### config.mk
export PLATFORM = sky130hd
export DESIGN_NAME = pmc_lowpower_ctrl
export DESIGN_NICKNAME = d
export VERILOG_FILES = /design/src/rtl/pmc_pkg.sv /design/src/rtl/pmc_port_fall.sv /design/src/rtl/pmc_rst_qual.sv /design/src/rtl/pmc_fsm.sv /design/src/rtl/pmc_lowpower_ctrl.sv
export SDC_FILE = /design/constraint.sdc
export NUM_CORES = 1
export LEC_CHECK = 0
export ABC_AREA = 1
export BUFFER_PORTS_ARGS = -buffer_cell sky130_fd_sc_hd__buf_2
export CAP_MARGIN = 25
export CORE_ASPECT_RATIO = 1.4
export CORE_MARGIN = 2
export CORE_UTILIZATION = 30
export DETAILED_ROUTE_END_ITERATION = 7
export GPL_ROUTABILITY_DRIVEN = 0
export PLACE_DENSITY = 0.53
export SYNTH_ARGS = -nofsm -noshare
export SYNTH_HDL_FRONTEND = slang
export SYNTH_SLANG_ARGS = --single-unit
### constraint.sdc
create_clock -name clk -period 1.7 [get_ports clk]
set_clock_uncertainty 0.05 [all_clocks]
set_input_delay 0.34 -clock clk [delete_from_list [all_inputs] [get_ports clk]]
set_output_delay 0.34 -clock clk [all_outputs]
set_load 0.01 [all_outputs]
### src/rtl/pmc_pkg.sv
package pmc_pkg;
    typedef enum logic [1:0] {
        ST_RUN   = 2'd0,
        ST_IDLE  = 2'd1,
        ST_PDOWN = 2'd2,
        ST_WAKE  = 2'd3
    } pmc_state_e;

    typedef struct packed {
        logic pd;
        logic idle;
    } pmc_mode_t;
endpackage

### src/rtl/pmc_port_fall.sv
module pmc_port_fall #(
    parameter int N_PINS = 8
) (
    input  logic              clk,
    input  logic              arst_n,
    input  logic [N_PINS-1:0] pins,
    output logic              fall_any
);
    logic [N_PINS-1:0] fall_bit;

    for (genvar i = 0; i < N_PINS; i++) begin : g_pin
        logic s1, s2, s3;
        always_ff @(posedge clk or negedge arst_n) begin
            if (!arst_n) begin
                s1 <= 1'b1;
                s2 <= 1'b1;
                s3 <= 1'b1;
            end else begin
                s1 <= pins[i];
                s2 <= s1;
                s3 <= s2;
            end
        end
        assign fall_bit[i] = s3 & ~s2;
    end

    assign fall_any = |fall_bit;
endmodule

### src/rtl/pmc_rst_qual.sv
module pmc_rst_qual #(
    parameter int HOLD = 24
) (
    input  logic clk,
    input  logic arst_n,
    input  logic rst_pin,
    output logic sys_reset
);
    localparam int CNT_W = $clog2(HOLD + 1);
    localparam logic [CNT_W-1:0] CNT_MAX = CNT_W'(HOLD);

    logic [CNT_W-1:0] cnt;

    always_ff @(posedge clk or negedge arst_n) begin
        if (!arst_n)
            cnt <= '0;
        else if (!rst_pin)
            cnt <= '0;
        else if (cnt != CNT_MAX)
            cnt <= cnt + 1'b1;
    end

    assign sys_reset = (cnt == CNT_MAX);

    // a qualified reset is only seen while the pin was held on the previous edge
    p_reset_needs_pin_r8: assert property (@(posedge clk) disable iff (!arst_n)
        sys_reset |-> $past(rst_pin));
endmodule

### src/rtl/pmc_fsm.sv
module pmc_fsm
    import pmc_pkg::*;
(
    input  logic       clk,
    input  logic       arst_n,
    input  logic       sys_reset,
    input  logic       pcon_wr,
    input  logic [1:0] pcon_wdata,
    input  logic       irq_req,
    input  logic       int_en,
    input  logic       port_fall,
    input  logic       isr_ack,
    input  logic       ext_prog,
    output pmc_mode_t  mode_q,
    output logic       wake_flag,
    output logic       wake_go,
    output logic       wake_vec,
    output logic       cpu_clk_en,
    output logic       periph_clk_en,
    output logic       pin_hold,
    output logic       ale_lvl,
    output logic       psen_lvl,
    output logic       p0_float
);
    pmc_state_e state, state_n;
    pmc_mode_t  mode_n;
    logic       vec_q, vec_n;
    logic       wake_enter;

    // next-state logic
    always_comb begin
        state_n = state;
        mode_n  = mode_q;
        vec_n   = vec_q;
        unique case (state)
            ST_RUN: begin
                if (pcon_wr && pcon_wdata[1]) begin
                    state_n = ST_PDOWN;
                    mode_n  = '{pd: 1'b1, idle: 1'b0};
                end else if (pcon_wr && pcon_wdata[0]) begin
                    state_n = ST_IDLE;
                    mode_n  = '{pd: 1'b0, idle: 1'b1};
                end
            end
            ST_IDLE: begin
                if (irq_req) begin
                    state_n = ST_WAKE;
                    mode_n  = '0;
                    vec_n   = 1'b0;
                end else if (port_fall) begin
                    state_n = ST_WAKE;
                    mode_n  = '0;
                    vec_n   = int_en;
                end
            end
            ST_PDOWN: begin
                if (port_fall) begin
                    state_n = ST_WAKE;
                    mode_n  = '0;
                    vec_n   = int_en;
                end
            end
            ST_WAKE: begin
                state_n = ST_RUN;
            end
            default: state_n = ST_RUN;
        endcase
    end

    assign wake_enter = (state_n == ST_WAKE) && (state != ST_WAKE);

    // state register
    always_ff @(posedge clk or negedge arst_n) begin
        if (!arst_n) begin
            state     <= ST_RUN;
            mode_q    <= '0;
            vec_q     <= 1'b0;
            wake_flag <= 1'b0;
        end else if (sys_reset) begin
            state     <= ST_RUN;
            mode_q    <= '0;
            vec_q     <= 1'b0;
            wake_flag <= 1'b0;
        end else begin
            state  <= state_n;
            mode_q <= mode_n;
            vec_q  <= vec_n;
            if (wake_enter)
                wake_flag <= 1'b1;
            else if (isr_ack)
                wake_flag <= 1'b0;
        end
    end

    // outputs
    always_comb begin
        cpu_clk_en    = 1'b1;
        periph_clk_en = 1'b1;
        pin_hold      = 1'b0;
        ale_lvl       = 1'b1;
        psen_lvl      = 1'b1;
        p0_float      = 1'b0;
        wake_go       = 1'b0;
        wake_vec      = 1'b0;
        unique case (state)
            ST_RUN: ;
            ST_IDLE: begin
                cpu_clk_en = 1'b0;
                pin_hold   = 1'b1;
                p0_float   = ext_prog;
            end
            ST_PDOWN: begin
                cpu_clk_en    = 1'b0;
                periph_clk_en = 1'b0;
                pin_hold      = 1'b1;
                ale_lvl       = 1'b0;
                psen_lvl      = 1'b0;
                p0_float      = ext_prog;
            end
            ST_WAKE: begin
                wake_go  = 1'b1;
                wake_vec = vec_q;
            end
            default: ;
        endcase
    end

    p_idle_entry_r1: assert property (@(posedge clk) disable iff (!arst_n)
        (state == ST_RUN && pcon_wr && pcon_wdata == 2'b01 && !sys_reset)
        |=> (!cpu_clk_en && periph_clk_en && mode_q.idle));

    p_pd_freeze_r2: assert property (@(posedge clk) disable iff (!arst_n)
        $rose(mode_q.pd) |-> (!cpu_clk_en && !periph_clk_en));

    p_pd_wins_r3: assert property (@(posedge clk) disable iff (!arst_n)
        (state == ST_RUN && pcon_wr && pcon_wdata[1] && !sys_reset)
        |=> (mode_q.pd && !mode_q.idle));

    p_irq_wakes_idle_r4: assert property (@(posedge clk) disable iff (!arst_n)
        (mode_q.idle && irq_req && !sys_reset) |=> (wake_go && !wake_vec && !mode_q.idle));

    p_flag_on_wake_r7: assert property (@(posedge clk) disable iff (!arst_n)
        wake_go |-> wake_flag);

    p_strobes_r10: assert property (@(posedge clk) disable iff (!arst_n)
        pin_hold |-> (ale_lvl == psen_lvl) && (ale_lvl == mode_q.idle));

    p_pd_ignores_irq_r11: assert property (@(posedge clk) disable iff (!arst_n)
        (mode_q.pd && !port_fall && !sys_reset) |=> mode_q.pd);

    p_one_mode_r3: assert property (@(posedge clk) disable iff (!arst_n)
        !(mode_q.pd && mode_q.idle));
endmodule

### src/rtl/pmc_lowpower_ctrl.sv
module pmc_lowpower_ctrl
    import pmc_pkg::*;
#(
    parameter int               N_PINS   = 8,
    parameter int               RST_HOLD = 24,
    parameter int               ADDR_W   = 16,
    parameter logic [ADDR_W-1:0] WAKE_VEC = 16'h0023
) (
    input  logic              clk,
    input  logic              arst_n,
    input  logic              rst_pin,
    input  logic              pcon_wr,
    input  logic [1:0]        pcon_wdata,
    input  logic              irq_req,
    input  logic              int_en,
    input  logic [N_PINS-1:0] port_pins,
    input  logic              isr_ack,
    input  logic              ext_prog,
    output logic              sys_reset,
    output logic [1:0]        pcon_q,
    output logic              cpu_clk_en,
    output logic              periph_clk_en,
    output logic              wake_go,
    output logic              wake_vec,
    output logic [ADDR_W-1:0] vec_addr,
    output logic              wake_flag,
    output logic              pin_hold,
    output logic              ale_lvl,
    output logic              psen_lvl,
    output logic              p0_float
);
    logic      port_fall;
    pmc_mode_t mode_q;

    pmc_rst_qual #(.HOLD(RST_HOLD)) u_rst (
        .clk       (clk),
        .arst_n    (arst_n),
        .rst_pin   (rst_pin),
        .sys_reset (sys_reset)
    );

    pmc_port_fall #(.N_PINS(N_PINS)) u_fall (
        .clk      (clk),
        .arst_n   (arst_n),
        .pins     (port_pins),
        .fall_any (port_fall)
    );

    pmc_fsm u_fsm (
        .clk           (clk),
        .arst_n        (arst_n),
        .sys_reset     (sys_reset),
        .pcon_wr       (pcon_wr),
        .pcon_wdata    (pcon_wdata),
        .irq_req       (irq_req),
        .int_en        (int_en),
        .port_fall     (port_fall),
        .isr_ack       (isr_ack),
        .ext_prog      (ext_prog),
        .mode_q        (mode_q),
        .wake_flag     (wake_flag),
        .wake_go       (wake_go),
        .wake_vec      (wake_vec),
        .cpu_clk_en    (cpu_clk_en),
        .periph_clk_en (periph_clk_en),
        .pin_hold      (pin_hold),
        .ale_lvl       (ale_lvl),
        .psen_lvl      (psen_lvl),
        .p0_float      (p0_float)
    );

    assign pcon_q   = mode_q;
    assign vec_addr = (wake_go && wake_vec) ? WAKE_VEC : '0;

    p_reset_clears_r9: assert property (@(posedge clk) disable iff (!arst_n)
        sys_reset |=> (pcon_q == 2'b00 && !wake_flag && cpu_clk_en));

    p_pin_wake_r5: assert property (@(posedge clk) disable iff (!arst_n)
        (port_fall && pcon_q != 2'b00 && !irq_req && !sys_reset) |=> wake_go);
endmodule

; After elaboration in Yosys (flattened, before gate mapping)
; Index checks and enable logic that the tools add are counted.
[totals]
register_bits = 35
input_bits = 18
output_inout_bits = 28
word_cells = 95
[classes]
add_sub_neg = 1
n_eq_ne = 9
mux = 28
n_bitwise = 16
reduce_logical = 11
[ops]
columns = operator, count
row1 = $mux 2, 10
row2 = $mux 1, 12
row3 = $mux 5, 2
row4 = $and 1x1->1, 8
row5 = $not 1->1, 8
row6 = $pmux 2 s4, 1
row7 = $reduce_or 8->1, 1
row8 = $eq 2x2->1 const B, 3
row9 = $mux 6, 1
row10 = $pmux 2 s3, 1
row11 = $reduce_bool 3->1, 2
row12 = $add 5x1->5 const B, 1
row13 = $eq 5x5->1 const B, 1
row14 = $ne 5x5->1 const B, 1
row15 = $logic_and 1x1->1, 4
row16 = $ne 4x2->1 const B, 1
row17 = $reduce_bool 4->1, 1
row18 = $eq 2x1->1 const B, 1
row19 = $logic_not 2->1, 1
row20 = $ne 2x1->1 const B, 1
row21 = $ne 2x2->1 const B, 1
row22 = $pmux 1 s2, 1
row23 = $reduce_and 2->1, 1
row24 = $reduce_or 2->1, 1

; Logic depth before layout (Yosys ltp)
[logic_depth]
word_depth = 10
ltp_mapped = 9
ltp_nobuf = 9

; Modules after synthesis
; A second synthesis with hierarchy kept.
[hier_totals]
cells_unflattened = 180
hier_area_um2 = 1634.1
[modules_own_cells]
columns = module, instances, cells_per_inst, area_per_inst_um2, seq_area_each_um2
row1 = pmc_port_fall, 1, 47, 716.9, 630.6
row2 = pmc_fsm, 1, 78, 500.5, 150.1
row3 = pmc_rst_qual, 1, 37, 292.8, 125.1
row4 = pmc_lowpower_ctrl, 1, 18, 123.9, 0.0

; Worst setup path before layout
; Ideal clock, no wire load.
[synth_path]
path_kind = register -> register
from = register u_fsm.state[0]
to = register u_fsm.vec_q
setup_ps = 77
arrival_time_ps = 1326
required_time_ps = 1573
setup_slack_ps = 247
stages_incl_launch_ff = 7
n_path_buf = 0
period_less_slack_ps = 1453
cell_sequence = dfrtp_1 inv_1 ha_1 inv_1 a21oi_1 o21ai_1 a21oi_1
[synth_between]
elab_chain_len = 3
word_cells_on_any_way = 5
cone_classes = eq/ne: 2 / mux: 2 / reduce/logical: 1
[synth_lines]
columns = item, line_no
row1 = "start, declared", pmc_fsm.sv:25  ; pmc_state_e state, state_n;
row2 = "start signal, assigned", pmc_fsm.sv:85  ; state <= state_n;
row3 = $eq 2x2->1 or $eq 2x1->1 (tied branches), pmc_fsm.sv:35  ; unique case (state)
row4 = $pmux 1 s2, pmc_fsm.sv:35
row5 = $mux 1, pmc_fsm.sv:79  ; end else if (sys_reset) begin
row6 = "end signal, assigned", pmc_fsm.sv:87  ; vec_q <= vec_n;
row7 = "end, declared", pmc_fsm.sv:27  ; logic vec_q, vec_n;
; Several ways; a longest one is shown, not always the timed one.
; A chain may end at the register's enable or synchronous reset.

; Final worst setup path
[layout_path]
from = register u_fsm.state[0]
to = output cpu_clk_en
[layout_between]
elab_chain_len = 3
word_cells_on_any_way = 4
cone_classes = eq/ne: 2 / mux: 1 / reduce/logical: 1
[layout_lines]
columns = item, line_no
row1 = $eq 2x1->1 or $eq 2x2->1 (tied branches), pmc_fsm.sv:105  ; unique case (state)
row2 = $reduce_or 2->1 (no line) (*), n/a
row3 = $mux 1 (*), pmc_fsm.sv:105
row4 = "end, declared", pmc_lowpower_ctrl.sv:21  ; output logic cpu_clk_en,
; Every way passes the cells marked *; elsewhere a longest branch is shown, timed or not.

==> impl_metrics.yaml <==
power:
  leakage_uw: 0.00101
  combPwrFrac_pct: 41.9
  ir_drop_mv: 0.600
  clkPwrFrac_pct: 24.6
  seqPwrFrac_pct: 33.5
  netSwitchingFraction_pct: 35.0
  power_density_mw_per_mm2: 1570
  p_switching_uw: 1080
  intPower_uw: 2010
place:
  pre_cts_slack_ps: 135
  place_area_mm2: 0.00175
  place_inst: 247
  place_hpwl_um: 1920
  io_buffers: 32
floorplan:
  start_util_pct: 30.9
  dieArea_mm2: 0.00592
  ios: 46
  die_w_um: 65.6
  core.rowCount: 31
  core_mm2: 0.00516
  die_h_um: 90.2
synthesis:
  synth_top_area_cell: "dfstp_2"
  netlist_instances: 154
  synth_area_mm2: 0.00159
  ys_top_cells_by_area: "dfstp_2, dfrtp_1, buf_4"
  yosys_warnings: 0
  syn_avg_cell_area_um2: 10.3
  ys_ff_latch: 35
  post-synth-top-area-fraction_pct: 39.6
  synth_seq_area_share_pct: 56.9
  ys_types: 27
setup_path:
  worstPathCellList: "inv_2 -> ha_4 -> inv_1 -> buf_2"
  crit_required_ps: 1310
  crit_fanout: 5
  crit_buf_inv: 3
  cp_top_family: "flip-flops"
  crit_type: "reg -> out"
  cp_slowest_stage_delay_ps: 420
  arrival_ps: 1280
  start_kind: "register"
  end_kind: "output pin"
  crit_slowest_cell: "dfrtp_1"
routing:
  post-route-drc-count: 0
  wirelength_um: 2720
  ant_nets: 0
  vias: 1064
  drt-initial-drc-count: 27
  drt-wirelength-per-cell_um: 10.2
  firstDrtPassIters: 3
  vias_per_cell: 4.02
run_status:
  outcome: "completed"
sta:
  slew_viol_final: 0
  fin_crit_sh_pct: 98.4
  setup_viol: 0
  timing.hold.ws_ps: 25.2
  rsz0062_at_grt: "yes"
  clock.fmax_mhz: 598
  layout_setup_ws_ps: 27.9
  finalWorstPathRequiredPeriod_ps: 1670
  hold_violations: 0
cells_and_area:
  syn_to_final_growth_pct: 24.1
  mostFrequentLayoutCells: "nand2_1, buf_2, dfstp_2"
  antennaDiodeCount: 0
  layout_commonest_cell: "nand2_1"
  final_area_mm2: 0.00198
  drive_gt1_share_pct: 47.7
  final_net_count: 222
  fillerInstances: 533
  instances_no_fill: 265
global_route:
  grt_pass1_vias: 1011
  grt_util_all_layers_pct: 10.3
  antenna_found_initial: 0
  grt_max_degree: 36
  grt_pass1_wl_um: 4540
  gr-total-overflow: 0
clock_tree:
  cts_tree: "yes"
  htree_levels: 2
  cts_sinks: 35
  path_clk_slew_ps: 80
  cts_root_buffer: "clkbuf_8"
  cts_inserted_buffers: 5
  cts_buffer_depth: 2
  clock_latency_ps: 290
job:
  drv_cap: 0
hold_path:
  hp-class: "in -> async"
==> sequential cells by signal, indices dropped and copies added, names as in the netlist <==
name             flops
u_fsm.state          2
u_fsm.vec_q          1
u_fall.g_pin.s2      8
u_fsm.mode_q         2
u_fall.g_pin.s1      8
u_fall.g_pin.s3      8
u_rst.cnt            5
u_fsm.wake_flag      1
==> final timing paths <==
kind / from / endpoint / slack (ps) / cells past startpoint
worst min register to register: u_fall.g_pin[3].s1 / u_fall.g_pin[3].s2 / 310 / 0
min in group clk: port_pins[7] / u_fall.g_pin[7].s1 / 90 / 1
worst max-delay path: u_fsm.state[0] / cpu_clk_en / 30 / 4
worst max register to register: u_fsm.state[1] / u_fsm.mode_q[1] / 190 / 8
worst min-delay path: arst_n / u_fsm.vec_q / 30 / 2
max in group asynchronous: arst_n / u_fall.g_pin[2].s2 / 1240 / 2
==> stage by stage <==
step / util, % / total power (µW) / setup TNS [ps]
final: 38.3 / 3100 / 0
after global routing: 38.3 / 3330 / -137
after CTS: 37.4 / 3040 / 0
after detailed placement: 34.0 / 2100 / 0
after global placement: 34.0 / 2090 / 0
after floorplan: - / 1840 / 0
==> power by group through the flow <==
stage	Sequential (µW)	Combinational, µW	Clock [µW]
floorplan	1050	792	0
CTS	1040	1210	789
global placement	1050	1040	0
detailed placement	1050	1040	0
global route	1050	1450	824
finish	1040	1300	762
==> metal layers <==
metal,vias to the layer above,track usage (%),part of all wire [%]
met4,0,6.25,2.9
met1,490,11.8,42
met3,6,4.01,7.2
met2,34,15.9,48
met5,-,0,0
li1,534,-,-
==> cells in the mapped netlist <==
cell type / instances
inv_1: 21
o21bai_1: 1
nand3_2: 1
dfstp_2: 24
nor3_1: 1
o22ai_1: 1
o21ai_1: 3
a21oi_1: 3
a31oi_4: 1
xnor2_1: 1
nand2_1: 32
inv_6: 1
buf_4: 18
nand3_1: 10
a21boi_2: 1
nor2_2: 2
nor3b_1: 1
dfrtp_1: 11
a21oi_2: 1
nor2_1: 5
conb_1: 1
xor2_1: 2
inv_2: 2
nand4_4: 1
o21bai_2: 1
ha_1: 6
o21ai_0: 2
==> worst reg2reg max path, stage by stage, from the launching register on <==
cell and delay (ps):
dfrtp_1 410, buf_4 150, ha_1 190, inv_2 80, nand2_1 80, o22ai_1 230
nor2_1 90, nand3_1 80, nand2_1 50
==> kinds of logic (layout without fill, tap and decap cells) <==
kind of cell / count (synthesis) / in the layout / synth area share (%)
other cells: 1 / 13 / 0.235
flops: 35 / 35 / 56.9
buf+inv: 42 / 75 / 14.5
fa+ha+maj: 6 / 6 / 4.71
xor+xnor: 3 / 3 / 1.65
compound gates: 14 / 14 / 6.68
simple gates: 53 / 53 / 15.4
==> timing repair <==
action                     4_1_cts  5_1_grt
setup buffers                    6        4
gates resized for setup          5        7
hold buffers                     0        0
setup endpoints to repair        4       10
pin swaps                        2        1
==> final cells by class <==
cell class | instances | area (µm²) | area share [%]
well taps | 66 | 82.6 | 4.18
inverters | 24 | 95.1 | 4.81
repair buffers | 43 | 255 | 12.9
clock buffers | 5 | 68.8 | 3.48
clock inverters | 3 | 47.5 | 2.41
multi-input cells | 89 | 522 | 26.4
flip-flops and latches | 35 | 906 | 45.8
Note: power is estimated with default switching activity, not from simulation.
